===== src/rtl/ir_tick_divider_pkg.sv =====
package ir_tick_divider_pkg;
  localparam int unsigned DIV_W_DEF = 16;
  localparam int unsigned BUS_W_DEF = 32;

  // source of the divisor taken on the next edge
  typedef enum logic [1:0] {
    SRC_KEEP  = 2'd0,
    SRC_WRITE = 2'd1,
    SRC_PEND  = 2'd2
  } div_src_e;
endpackage


===== src/rtl/ir_div_shadow.sv =====
module ir_div_shadow
  import ir_tick_divider_pkg::*;
#(
  parameter int unsigned DIV_W     = DIV_W_DEF,
  parameter int unsigned BUS_W     = BUS_W_DEF,
  parameter int unsigned RESET_DIV = 1
) (
  input  logic             clk,
  input  logic             rst_n,
  input  logic             wr_en,
  input  logic [DIV_W-1:0] wr_data,
  input  logic             run,
  input  logic             reload,
  output logic [DIV_W-1:0] active_div,
  output logic [DIV_W-1:0] next_div,
  output logic [BUS_W-1:0] rd_data
);
  localparam int unsigned PAD_W = BUS_W - DIV_W;
  localparam logic [DIV_W-1:0] INIT_DIV = DIV_W'(RESET_DIV);

  logic [DIV_W-1:0] active_q, pend_val_q, raw_q, wr_fixed;
  logic             pend_q, apply;
  div_src_e         src;

  // a reserved zero is promoted to the smallest legal divisor
  assign wr_fixed = (wr_data == '0) ? DIV_W'(1) : wr_data;
  // idle path or counter at zero: the divisor may change now
  assign apply    = !run || reload;

  always_comb begin
    src = SRC_KEEP;
    if (apply) begin
      if (wr_en)       src = SRC_WRITE;
      else if (pend_q) src = SRC_PEND;
    end
  end

  always_comb begin
    case (src)
      SRC_WRITE: next_div = wr_fixed;
      SRC_PEND:  next_div = pend_val_q;
      default:   next_div = active_q;
    endcase
  end

  always_ff @(posedge clk) begin
    if (!rst_n) begin
      active_q   <= INIT_DIV;
      pend_val_q <= INIT_DIV;
      raw_q      <= INIT_DIV;
      pend_q     <= 1'b0;
    end else begin
      active_q <= next_div;
      if (wr_en) raw_q <= wr_data;
      if (apply) begin
        pend_q <= 1'b0;
      end else if (wr_en) begin
        pend_q     <= 1'b1;
        pend_val_q <= wr_fixed;
      end
    end
  end

  assign active_div = active_q;
  assign rd_data    = {{PAD_W{1'b0}}, raw_q};
endmodule


===== src/rtl/ir_div_counter.sv =====
module ir_div_counter #(
  parameter int unsigned DIV_W     = 16,
  parameter int unsigned RESET_DIV = 1
) (
  input  logic             clk,
  input  logic             rst_n,
  input  logic             run,
  input  logic [DIV_W-1:0] load_div,
  output logic             reload,
  output logic             tick
);
  localparam logic [DIV_W-1:0] INIT_CNT = DIV_W'(RESET_DIV);

  logic [DIV_W-1:0] count_q;
  logic             tick_q;

  assign reload = run && (count_q == '0);

  always_ff @(posedge clk) begin
    if (!rst_n) begin
      count_q <= INIT_CNT;
      tick_q  <= 1'b0;
    end else begin
      // idle: track the divisor; running: reload at zero
      if (!run || reload) count_q <= load_div;
      else                count_q <= count_q - DIV_W'(1);
      tick_q <= reload;
    end
  end

  assign tick = tick_q;
endmodule


===== src/rtl/ir_tick_divider.sv =====
module ir_tick_divider
  import ir_tick_divider_pkg::*;
#(
  parameter int unsigned DIV_W     = DIV_W_DEF,
  parameter int unsigned BUS_W     = BUS_W_DEF,
  parameter int unsigned RESET_DIV = 1
) (
  input  logic             clk,
  input  logic             rst_n,
  input  logic             wr_en,
  input  logic [DIV_W-1:0] wr_data,
  input  logic             func_en,
  output logic             tick,
  output logic [DIV_W-1:0] active_div,
  output logic [BUS_W-1:0] rd_data
);
  logic             reload;
  logic [DIV_W-1:0] next_div;

  ir_div_shadow #(
    .DIV_W    (DIV_W),
    .BUS_W    (BUS_W),
    .RESET_DIV(RESET_DIV)
  ) u_shadow (
    .clk       (clk),
    .rst_n     (rst_n),
    .wr_en     (wr_en),
    .wr_data   (wr_data),
    .run       (func_en),
    .reload    (reload),
    .active_div(active_div),
    .next_div  (next_div),
    .rd_data   (rd_data)
  );

  ir_div_counter #(
    .DIV_W    (DIV_W),
    .RESET_DIV(RESET_DIV)
  ) u_counter (
    .clk     (clk),
    .rst_n   (rst_n),
    .run     (func_en),
    .load_div(next_div),
    .reload  (reload),
    .tick    (tick)
  );
endmodule


===== config.mk =====
export PLATFORM = sky130hd
export DESIGN_NAME = ir_tick_divider
export DESIGN_NICKNAME = d
export VERILOG_FILES = /design/src/rtl/ir_tick_divider_pkg.sv /design/src/rtl/ir_div_shadow.sv /design/src/rtl/ir_div_counter.sv /design/src/rtl/ir_tick_divider.sv
export SDC_FILE = /design/constraint.sdc
export NUM_CORES = 1
export LEC_CHECK = 0
export ABC_AREA = 1
export BUFFER_PORTS_ARGS = -buffer_cell sky130_fd_sc_hd__buf_2
export CORE_AREA = 5 5 91 93
export DETAILED_ROUTE_END_ITERATION = 12
export DIE_AREA = 0 0 96 98
export PLACE_DENSITY = 0.77
export SYNTH_ARGS = -nofsm -noshare
export SYNTH_HDL_FRONTEND = slang
export SYNTH_HIERARCHICAL = 1
export SYNTH_SLANG_ARGS = --single-unit

===== constraint.sdc =====
create_clock -name clk -period 2.65 [get_ports clk]
set_input_delay 0.53 -clock clk [delete_from_list [all_inputs] [get_ports clk]]
set_output_delay 0.53 -clock clk [all_outputs]
set_load 0.03 [all_outputs]

==> flow_summary.toml <==
[status]
status = "finished clean"

[global_routing]
grt_pass1_vias = 2825
antenna_found_initial = 0
grt.overflow.total = 0
grt.total_usage_pct = 16.5
grt_pass1_wl_um = 12500
grt_max_degree = 33

[yosys]
synth_compound_area_share_pct = 13.6
yosys.area_share.simple_pct = 31.3
ys_ff_latch = 66
synth_top_family_by_area = "simple AND/OR/NAND/NOR gates"
yosysTopAreaCell = "dfxtp_1"
synth_area_leaders = "dfxtp_1 (41%), nor2_1 (14%), nand2_1 (9.2%), a21oi_1 (4.8%), buf_4 (4.4%)"
synthCells = 472
synth_edf_count = 0
synth_common_cells = "nor2_1 (125), nand2_1 (80), dfxtp_1 (66)"
syn_avg_cell_area_um2 = 6.89
yosysWarnings = 6
synth_xor_area_share_pct = 1.35
async_flop_share_pct = 0
seq_area_frac_synth_pct = 40.6
yosysMostFrequentCell = "nor2_1"
synth_adder_area_share_pct = 1.15
synth_mux_area_share_pct = 0
yosysTopAreaCellShare_pct = 40.6
synth_area_um2 = 3250
yosys.cell_types.count = 28
synthFlopType = "dfxtp_1"

[route]
antenna_left = 0
drc = 0
vias = 3046
route.detailed.wl_per_inst_um = 12.6
totalWireLength_um = 7960
first_pass_iters = 5
drtIter0Drc = 198
viasPerCell = 4.83

[setup_path]
worstPathRequired_ps = 2890
cp_max_fo = 8
r2r-start = "u_counter/count_q[0]"
cp-start-kind = "register"
r2r_slack_ps = 60
path_class = "register to register"
cp-end-kind = "register"
rr_endpoint = "u_counter/count_q[0]"
crit_arrival_ps = 2830
reg2regPathDepth = 18

[placed_design]
dp.final_hpwl_um = 5550
place_congestion = 0.902
portBuffers = 52

[hold_path]
hold-path-endpoint = "u_counter/count_q[0]"
min_from = "u_counter/count_q[0]"
hold_path_class = "register to register"
min_path_cells = 1

[power]
leakage_nw = 1.85
p_total_mw = 2.80
ir_worst_vdd_mv = 0.475
powerDensity_nw_per_um2 = 713

[sta]
max_freq_mhz = 386
final_max_slew_viol_count = 0
setup_viol = 0
hold_viol_final = 0
finalClockSkew_ps = 7.54
period_share_pct = 97.7
fin_setup_tns_ps = 0
post-route-min-period_ps = 2590
slew_headroom_pct = 66.5
max_slew.worst_pin.slew_ps = 503
hold_ws_ps = 438

[final_layout]
drive_gt1_share_pct = 23.8
nets = 547
n_antenna_cell = 0
area_growth_pct = 20.9

[floorplanning]
io_pins = 69
row_count = 32
die_area_um2 = 9410
die_w_um = 96
core-area_um2 = 7450
die_h_um = 98
initial_core_util_pct = 43.6

[clock_tree]
insertion_delay_ps = 350
postCtsHoldBufs = 0
clock-sinks = 66
tritoncts = "yes"
cts_buffers = 9
path_clk_slew_ps = 70
cts_buffer_depth = 2
cts-htree-levels = 3
cts_root_buf = "clkbuf_8"

[run]
max_cap_viol_count = 0
[worst max-delay path by stage]
| stage | end | cells past startpoint | slack (ps) | from |
|---|---|---|---|---|
| after floorplan | u_counter/count_q[0] | 21 | 120 | u_counter/count_q[0] |
| after global placement | u_counter/count_q[8] | 17 | 60 | u_counter/count_q[0] |
| after detailed placement | u_counter/count_q[13] | 17 | -90 | u_counter/count_q[0] |
| after CTS | u_counter/count_q[13] | 17 | 6 | u_counter/count_q[0] |
| after global routing | u_counter/count_q[0] | 18 | -90 | u_counter/count_q[0] |
| final | u_counter/count_q[0] | 18 | 60 | u_counter/count_q[0] |
[layout by cell type, fill, tap and decap left out, types with 2 or more instances in the layout]
master and n:
buf_4 9, clkbuf_8 9, ha_4 2, nand3b_1 2
inv_2 6, conb_1 16, dfxtp_1 65, o21ai_1 13
nor2_4 5, nand2_2 7, and2_1 15, buf_2 52
inv_1 30, nand3_1 8, nor2_1 121, a21oi_2 18
xor2_1 4, o21ai_0 24, bufinv_16 4, nor2_2 4
a21oi_1 23, nand2_1 77
[registers in the layout (all words and copies together) (netlist names)]
signal	cells
u_shadow/active_div	16
u_shadow/raw_q	16
u_shadow/pend_val_q	16
u_counter/tick	1
u_shadow/pend_q	1
u_counter/count_q	16
[logic make-up (layout without fill, tap and decap cells)]
kind of cell             Yosys count  in the layout
AND/OR/NAND/NOR                  243            243
other                              1             16
adder cells (fa/ha/maj)            3              3
flip-flops                        66             66
buffers and inverters             74            116
AO/OA/AOI/OAI                     80             80
XOR/XNOR                           5              5
[layer usage]
metal / global-route usage, % / wire length [um]
met2: 27.2 / 3960
met1: 20.7 / 3410
met5: 0 / 0
met4: 6.56 / 134
met3: 3.47 / 461
[area by class of cell]
class	instances	area, um2
Multi-Input combinational cell	347	1700
Fill cell	694	3520
Inverter	37	144
Clock buffer	9	124
Tap cell	102	128
Sequential cell	66	1320
Clock inverter	7	141
Timing Repair Buffer	63	373
[where the power goes]
part,switching (mW),internal (mW)
clock network,0.402,0.720
logic,0.382,0.183
registers,0.0470,1.07
total,0.831,1.97
[worst max-delay path, cell delays in order, from the launching register on]
cell       delay [ps]
dfxtp_2           330
inv_2              70
ha_4              140
nand2_2            60
nor2_2            110
nand2_1           100
nor2_2            140
nand3b_1          140
nor2_2            180
nor2_4             70
nor3_4            240
ha_4              270
clkbuf_16         170
a21oi_2            90
nand2_1            70
nand2_2            80
inv_1              40
a21oi_1           120
o21ai_1            70
[what timing repair did]
action	4_1_cts	5_1_grt
buffers inserted	0	4
setup endpoints to repair	10	32
pin swaps	0	12
resized for setup	4	30
cloned	0	1
[through the flow]
stage               instance area (um2)  setup WS (ps)  std cells  util, %
global placement                   3490           63.5        610     46.9
global route                       3930          -88.4        631     52.8
finish                             3930           60.1        631     52.8
CTS                                3770           5.68        626     50.7
detailed placement                 3490          -90.4        610     46.9
floorplan                          3310            124        487        -
No activity file was read; power rests on OpenSTA's default activity.
